==> src/rtl/dxl_pkg.sv <==
package dxl_pkg;

  // Address geometry
  parameter int VA_W       = 64;
  parameter int PA_W       = 44;
  parameter int PPN_W      = 32;
  parameter int PAGE_SHIFT = 13;
  parameter int VA_IMPL    = 43;   // bits at and above must be a sign copy
  parameter int SIZE_W     = 2;    // log2 of the byte count
  parameter int MODE_W     = 2;
  parameter int ST_W       = 6;

  // Superpage window and sign bit
  parameter int SP_HI   = 47;
  parameter int SP_LO   = 41;
  parameter logic [SP_HI-SP_LO:0] SP_TAG = 7'h7e;
  parameter int SP_SIGN = 40;

  // Uncacheable stripping window
  parameter int UC_HI = 42;
  parameter int UC_LO = 35;

  localparam int NUM_MODES = 1 << MODE_W;
  localparam int LOW_W     = (1 << SIZE_W) - 1;   // address bits an access may span
  localparam int UC_BIT    = PA_W - 1;
  localparam int PAD_W     = VA_W - PPN_W - PAGE_SHIFT;
  localparam int HI_W      = VA_W - VA_IMPL;

  // Status word bit positions
  localparam int ST_WR   = 0;
  localparam int ST_ACV  = 1;
  localparam int ST_FONR = 2;
  localparam int ST_FONW = 3;
  localparam int ST_MISS = 4;
  localparam int ST_BAD  = 5;

  typedef logic [MODE_W-1:0] mode_t;
  localparam mode_t MODE_KERNEL = '0;

  typedef enum logic [2:0] {
    FLT_NONE  = 3'd0,
    FLT_ALIGN = 3'd1,
    FLT_PAGE  = 3'd2,
    FLT_ACV   = 3'd3,
    FLT_PMISS = 3'd4,
    FLT_NMISS = 3'd5,
    FLT_MCHK  = 3'd6
  } fault_e;

  function automatic logic addr_misaligned(input logic [VA_W-1:0] va,
                                           input logic [SIZE_W-1:0] sz);
    logic [LOW_W:0] span;
    span = ((LOW_W+1)'(1) << sz) - (LOW_W+1)'(1);
    return |(va[LOW_W-1:0] & span[LOW_W-1:0]);
  endfunction

  function automatic logic va_canonical(input logic [VA_W-1:0] va);
    logic [HI_W-1:0] hi;
    hi = va[VA_W-1:VA_IMPL];
    return (hi == '0) || (hi == '1);
  endfunction

  function automatic logic in_superpage(input logic [VA_W-1:0] va);
    return va[SP_HI:SP_LO] == SP_TAG;
  endfunction

  function automatic logic [VA_W-1:0] superpage_pa(input logic [VA_W-1:0] va);
    logic [VA_W-1:0] r;
    r = '0;
    r[SP_SIGN-1:0] = va[SP_SIGN-1:0];
    if (va[SP_SIGN]) r[PA_W-1:SP_SIGN] = '1;
    return r;
  endfunction

  function automatic logic [VA_W-1:0] page_pa(input logic [PPN_W-1:0] ppn,
                                              input logic [VA_W-1:0] va);
    return {{PAD_W{1'b0}}, ppn, va[PAGE_SHIFT-1:0]};
  endfunction

  function automatic logic pa_in_range(input logic [VA_W-1:0] pa);
    return ~|pa[VA_W-1:PA_W];
  endfunction

  function automatic logic [PA_W-1:0] pa_strip(input logic [VA_W-1:0] pa);
    logic [PA_W-1:0] r;
    r = pa[PA_W-1:0];
    if (r[UC_BIT]) r[UC_HI:UC_LO] = '0;
    return r;
  endfunction

endpackage

==> src/rtl/dxl_addr_screen.sv <==
module dxl_addr_screen
  import dxl_pkg::*;
(
  input  logic [VA_W-1:0]   va,
  input  logic [SIZE_W-1:0] size_log2,
  output logic              misaligned,
  output logic              bad_va,
  output logic              superpage
);
  always_comb begin
    misaligned = addr_misaligned(va, size_log2);
    bad_va     = !va_canonical(va);
    superpage  = in_superpage(va);
  end
endmodule

==> src/rtl/dxl_mode_pick.sv <==
module dxl_mode_pick
  import dxl_pkg::*;
(
  input  logic  pc_lsb,
  input  logic  use_alt,
  input  mode_t cur_mode,
  input  mode_t alt_mode,
  output mode_t eff_mode
);
  always_comb begin
    if (!pc_lsb)      eff_mode = cur_mode;
    else if (use_alt) eff_mode = alt_mode;
    else              eff_mode = MODE_KERNEL;
  end
endmodule

==> src/rtl/dxl_perm_judge.sv <==
module dxl_perm_judge
  import dxl_pkg::*;
(
  input  logic                 is_write,
  input  mode_t                mode,
  input  logic [NUM_MODES-1:0] rd_en,
  input  logic [NUM_MODES-1:0] wr_en,
  input  logic                 fonr,
  input  logic                 fonw,
  output fault_e               fault,
  output logic [ST_W-1:0]      status
);
  logic allowed;
  logic trap;

  always_comb begin
    allowed = is_write ? wr_en[mode] : rd_en[mode];
    trap    = is_write ? fonw : fonr;
    fault   = FLT_NONE;
    status  = '0;
    if (!allowed) begin
      // stores report a page fault class, loads an access violation
      fault           = is_write ? FLT_PAGE : FLT_ACV;
      status[ST_WR]   = is_write;
      status[ST_ACV]  = 1'b1;
      status[ST_FONR] = !is_write && fonr;
      status[ST_FONW] = is_write && fonw;
    end else if (trap) begin
      fault           = FLT_PAGE;
      status[ST_WR]   = is_write;
      status[ST_FONR] = !is_write;
      status[ST_FONW] = is_write;
    end
  end
endmodule

==> src/rtl/dxl_pa_finish.sv <==
module dxl_pa_finish
  import dxl_pkg::*;
(
  input  logic [VA_W-1:0] pa_raw,
  output logic            in_range,
  output logic            uncached,
  output logic [PA_W-1:0] pa_out
);
  always_comb begin
    in_range = pa_in_range(pa_raw);
    uncached = pa_raw[UC_BIT];
    pa_out   = pa_strip(pa_raw);
  end
endmodule

==> src/rtl/dxl_xlate.sv <==
module dxl_xlate
  import dxl_pkg::*;
(
  input  logic             clk,
  input  logic             rst_n,
  input  logic             req_valid,
  input  logic [63:0]      req_va,
  input  logic [1:0]       req_size,
  input  logic             req_write,
  input  logic             pc_lsb,
  input  logic             req_phys,
  input  logic             req_alt,
  input  logic             req_pte,
  input  logic [1:0]       cur_mode,
  input  logic [1:0]       alt_mode,
  input  logic             tlb_hit,
  input  logic [31:0]      tlb_ppn,
  input  logic [3:0]       tlb_rd_en,
  input  logic [3:0]       tlb_wr_en,
  input  logic             tlb_fonr,
  input  logic             tlb_fonw,
  output logic             rsp_valid,
  output logic [2:0]       rsp_fault,
  output logic [5:0]       rsp_status,
  output logic [43:0]      rsp_pa,
  output logic             rsp_uncached
);

  // Named internal events
  logic            addr_misaligned_w;
  logic            addr_bad;
  logic            addr_super;
  mode_t           eff_mode;
  fault_e          perm_fault;
  logic [ST_W-1:0] perm_status;
  logic [VA_W-1:0] pa_raw;
  logic            pa_used;
  logic            pa_ok;
  logic            pa_uc;
  logic [PA_W-1:0] pa_final;
  fault_e          nxt_fault;
  logic [ST_W-1:0] nxt_status;
  logic [PA_W-1:0] nxt_pa;
  logic            nxt_uc;

  dxl_addr_screen u_screen (
    .va         (req_va),
    .size_log2  (req_size),
    .misaligned (addr_misaligned_w),
    .bad_va     (addr_bad),
    .superpage  (addr_super)
  );

  dxl_mode_pick u_mode (
    .pc_lsb   (pc_lsb),
    .use_alt  (req_alt),
    .cur_mode (cur_mode),
    .alt_mode (alt_mode),
    .eff_mode (eff_mode)
  );

  dxl_perm_judge u_perm (
    .is_write (req_write),
    .mode     (eff_mode),
    .rd_en    (tlb_rd_en),
    .wr_en    (tlb_wr_en),
    .fonr     (tlb_fonr),
    .fonw     (tlb_fonw),
    .fault    (perm_fault),
    .status   (perm_status)
  );

  dxl_pa_finish u_fin (
    .pa_raw   (pa_raw),
    .in_range (pa_ok),
    .uncached (pa_uc),
    .pa_out   (pa_final)
  );

  // Fault priority: alignment, physical bypass, VA validity,
  // superpage privilege, lookup miss, entry permission, PA range.
  always_comb begin
    nxt_fault  = FLT_NONE;
    nxt_status = '0;
    pa_raw     = '0;
    pa_used    = 1'b0;
    if (addr_misaligned_w) begin
      nxt_fault         = FLT_ALIGN;
      nxt_status[ST_WR] = req_write;
    end else if (req_phys) begin
      pa_raw  = req_va;
      pa_used = 1'b1;
    end else if (addr_bad) begin
      nxt_fault          = FLT_PAGE;
      nxt_status[ST_WR]  = req_write;
      nxt_status[ST_ACV] = 1'b1;
      nxt_status[ST_BAD] = 1'b1;
    end else if (addr_super) begin
      if (mode_t'(cur_mode) != MODE_KERNEL) begin
        nxt_fault          = FLT_ACV;
        nxt_status[ST_WR]  = req_write;
        nxt_status[ST_ACV] = 1'b1;
      end else begin
        pa_raw  = superpage_pa(req_va);
        pa_used = 1'b1;
      end
    end else if (!tlb_hit) begin
      nxt_fault           = req_pte ? FLT_PMISS : FLT_NMISS;
      nxt_status[ST_WR]   = req_write;
      nxt_status[ST_MISS] = 1'b1;
    end else if (perm_fault != FLT_NONE) begin
      nxt_fault  = perm_fault;
      nxt_status = perm_status;
    end else begin
      pa_raw  = page_pa(tlb_ppn, req_va);
      pa_used = 1'b1;
    end

    nxt_pa = '0;
    nxt_uc = 1'b0;
    if (pa_used) begin
      if (!pa_ok) begin
        nxt_fault  = FLT_MCHK;
        nxt_status = '0;
      end else begin
        nxt_pa = pa_final;
        nxt_uc = pa_uc;
      end
    end
  end

  always_ff @(posedge clk or negedge rst_n) begin
    if (!rst_n) begin
      rsp_valid    <= 1'b0;
      rsp_fault    <= '0;
      rsp_status   <= '0;
      rsp_pa       <= '0;
      rsp_uncached <= 1'b0;
    end else begin
      rsp_valid <= req_valid;
      if (req_valid) begin
        rsp_fault    <= nxt_fault;
        rsp_status   <= nxt_status;
        rsp_pa       <= nxt_pa;
        rsp_uncached <= nxt_uc;
      end
    end
  end

endmodule

==> config.mk <==
export PLATFORM = sky130hd
export DESIGN_NAME = dxl_xlate
export DESIGN_NICKNAME = d
export VERILOG_FILES = /design/src/rtl/dxl_pkg.sv /design/src/rtl/dxl_addr_screen.sv /design/src/rtl/dxl_mode_pick.sv /design/src/rtl/dxl_perm_judge.sv /design/src/rtl/dxl_pa_finish.sv /design/src/rtl/dxl_xlate.sv
export SDC_FILE = /design/constraint.sdc
export NUM_CORES = 1
export LEC_CHECK = 0
export ABC_AREA = 0
export CORE_MARGIN = 2
export CORE_UTILIZATION = 37
export DETAILED_ROUTE_END_ITERATION = 12
export GPL_TIMING_DRIVEN = 0
export PLACE_DENSITY = 0.92
export SETUP_SLACK_MARGIN = 0.15
export SLEW_MARGIN = 0
export SYNTH_ARGS = -nofsm -noshare
export SYNTH_HDL_FRONTEND = slang
export SYNTH_SLANG_ARGS = --single-unit
==> constraint.sdc <==
create_clock -name clk -period 0.85 [get_ports clk]
set_input_delay 0.17 -clock clk [delete_from_list [all_inputs] [get_ports clk]]
set_output_delay 0.17 -clock clk [all_outputs]
set_load 0.01 [all_outputs]
==> impl_metrics.csv <==
group,metric,value,unit
status,outcome,"complete, but fails checks",
status,violations,"negative hold slack, negative setup slack",
cts,insertion_delay,0.30,ns
floorplanning,chipHeight,90.5,um
sta,worst_slew_pin_slew,0.678,ns
power_and_ir_drop,p_total,6.29,mW
synthesis,yosysMostFrequentCell,"dfrtp_1",
power_and_ir_drop,sequentialPowerShare,0.430,
sta,timing.slew.headroom,0.548,
sta,hold_slack,-0.139,ns
final_layout,antenna_cells,0,
synthesis,syn_avg_cell_area,10.7,um2
place,dpl.hpwl,7.69,mm
power_and_ir_drop,vdd_drop_max,856,uV
critical_path,crit_slowest_cell,"nor4_4",
route,first_iter_violations,110,
critical_path,crit_path_max_fanout,8,
route,wirelength,12.7,mm
sta,drv_slew,0,
synthesis,synthTopCellsByArea,"dfrtp_1 49%, o2bb2ai_1 8.2%, a22oi_1 7.6%, a22o_1 4.4%, o32ai_1 2.5%",
cts,clkTransAtPathRegs,0.10,ns
sta,max_freq,464,MHz
global_routing,antenna_found_initial,0,
synthesis,synth_fp_nets,380,
power_and_ir_drop,combinationalPowerShare,0.283,
place,port_buffers,175,
critical_path,worst_path_largest_cell_delay,0.37,ns
critical_path,cp_num_buf_inv,4,
final_layout,postLayoutCellArea,5910,um2
final_layout,synthToLayoutAreaGrowth,113,%
cts,cts_sinks,54,
route,vias,3481,
synthesis,ys_types,53,
synthesis,yosysWarnings,0,
critical_path,critPathLaunchType,"primary input",
place,placed_cells,534,
cts,root_buffer,"clkbuf_8",
floorplanning,std_cell_rows,31,
power_and_ir_drop,power_density,1060,nW/um2
cts,h-tree-depth,2,
power_and_ir_drop,p_clk_frac,0.287,
synthesis,synth.top_cell.area_share,0.488,
route,drc_errors,0,
sta,setup-violations-final,108,
synthesis,synth-seq-cells,54,
synthesis,syn_area,2770,um2
sta,fin_ws,-1.30,ns
critical_path,cp_cell_sequence,"clkdlybuf4s15_1 -> nor4_2 -> nand3_1 -> o22ai_4 -> nand2b_1 -> buf_6 -> nor4_4 -> buf_6 -> buf_6 -> a22oi_2 -> o32ai_2",
sta,fin_tns_setup,-71.86,ns
power_and_ir_drop,p_int,4.56,mW
synthesis,ys.flop_type,"dfrtp_1",
synthesis,ys_seq_area_frac,0.488,
global_routing,grt_start_max_net_pins,32,
route,dr.pass1.iters,4,
floorplanning,die_area,8190,um2
sta,finalHoldViolCount,23,
synthesis,yosysTopAreaCell,"dfrtp_1",
cts,cts_tree,"built",
sta,rsz0062_at_grt,"true",
critical_path,crit_top_cell,"buf_6",
global_routing,grt_usage,0.280,
synthesis,synth_edf_count,0,
global_routing,grt.overflow.total,0,
final_layout,layout.cells.non_filler,623,
final_layout,layout.nets,644,
cts,cts_buffers,5,
route,postRouteAntennaNets,0,
critical_path,crit_family,"simple AND/OR/NAND/NOR gates",
route,viasPerCell,5.59,
final_layout,drive_above_1_share,0.523,
place,place.gp.congestion,0.851,
power_and_ir_drop,power_switching,1.73,mW
sta,skew,0,ns
route,route.detailed.wl_per_inst,20.4,um
power_and_ir_drop,leakage,2.66,nW
synthesis,synth_cells,259,
critical_path,end_kind,"flip-flop",
synthesis,synthArstFlopShare,1.00,
floorplanning,initial_core_util,0.382,
run,max_cap_violations,0,
synthesis,ys_top_cells_by_count,"54 x dfrtp_1, 28 x a22oi_1, 26 x o2bb2ai_1, 17 x nand2_1, 14 x a22o_1",
global_routing,grt_pass1_vias,3683,
global_routing,grt_pass1_wl,18.6,mm
sta,finalCritPeriodShare,2.53,
critical_path,cp.required,1.07,ns
critical_path,arrival,2.37,ns
sta,fin_crit,2.15,ns
floorplanning,ios,176,
place,placed_area,4690,um2
power_and_ir_drop,switching_share,0.276,
cts,clock_path_buffers,2,
min_path,holdCritPathClass,"in -> async",
floorplanning,core,7250,um2
critical_path,path_class,"in -> reg",
floorplanning,die_w,90.5,um
-- path summary, 6_finish.rpt --
| kind | start | to | cells after the start | slack (ns) |
|---|---|---|---|---|
| min in group clk | req_write | rsp_status[3] | 3 | 0.19 |
| hold reg to reg | rsp_pa[15] | rsp_pa[15] | 1 | 0.49 |
| hold / removal | rst_n | rsp_pa[35] | 1 | -0.14 |
| setup reg to reg | rsp_pa[11] | rsp_pa[11] | 3 | -0.12 |
| setup / recovery | req_va[47] | rsp_pa[36] | 11 | -1.30 |
| max in group asynchronous | rst_n | rsp_pa[32] | 2 | 0.42 |
-- final cells by class --
type	count	area (um2)
Inverter	11	41.3
Multi-Input combinational cell	177	1790
Sequential cell	54	1350
Clock buffer	5	68.8
Clock inverter	3	48.8
Tap cell	99	124
Timing Repair Buffer	257	2320
Buffer	17	159
Fill cell	425	1350
-- routing by layer --
layer	vias up	routed length (um)	GRT usage
met4	0	412	0.0936
met2	159	6860	0.532
li1	1566	-	-
met5	-	0	0
met3	39	863	0.0651
met1	1717	4600	0.304
-- state kept, by name (all words and copies together) (netlist names) --
signal and cells:
rsp_pa 44, rsp_status 6, rsp_fault 3, rsp_valid 1
-- logic make-up after synthesis --
logic type             synth area share
AOI/OAI and AO/OA                 0.328
and+or+nand+nor                   0.140
DFF                               0.488
buffers and inverters            0.0447
-- stage by stage --
stage | worst slack (ns) | hold slack (ns) | utilization
after global placement | -2.09 | 0.470 | 0.644
after CTS | -1.15 | -0.142 | 0.738
after floorplan | -1.25 | -0.126 | -
after detailed placement | -2.19 | 0.210 | 0.646
final | -1.30 | -0.139 | 0.815
after global routing | -1.40 | -0.113 | 0.815
-- power by group through the flow --
stage	clock, mW	combinational [mW]	sequential, mW
after detailed placement	0	1.35	2.75
after global routing	1.95	1.88	2.72
after global placement	0	1.31	2.75
after floorplan	0	0.367	2.78
final	1.81	1.78	2.71
after CTS	1.84	1.54	2.70
-- layout by cell type (no fill, tap or decap), types with 3 or more instances in the layout --
master           synthesis  final
buf_8                    0      6
or4_4                    2      3
dfrtp_1                 54     54
buf_6                    1     46
o32ai_2                  0      7
clkdlybuf4s15_1          0      4
clkbuf_2                 0      3
clkbuf_8                 0      6
a22oi_2                  0     21
a22o_1                  14     14
a22oi_1                 28      7
o21ai_1                  0      3
o21ai_2                  0      7
nor4_2                   1      4
buf_4                    1     62
dlygate4sd2_1            0      9
inv_1                   10     10
or3_4                    1      3
buf_2                    6     46
nor4_4                   1      4
dlymetal6s2s_1           0      6
o2bb2ai_2                0     14
o2bb2ai_1               26     12
nand4_1                  5      5
buf_12                   0      4
nand2_2                  0      3
clkdlybuf4s50_1          0     78
nand2_1                 17     14
nor2_1                   6      5
nand3_2                  0      3
clkbuf_1                 9      4
nand3_1                  7      4
-- timing repair --
action	CTS	global route
setup endpoints to repair	108	108
cloned	3	1
hold endpoints to repair	23	23
pin swaps	50	40
gates resized for setup	434	65
buffers inserted	46	31
Note: power is estimated with default switching activity, not from simulation.
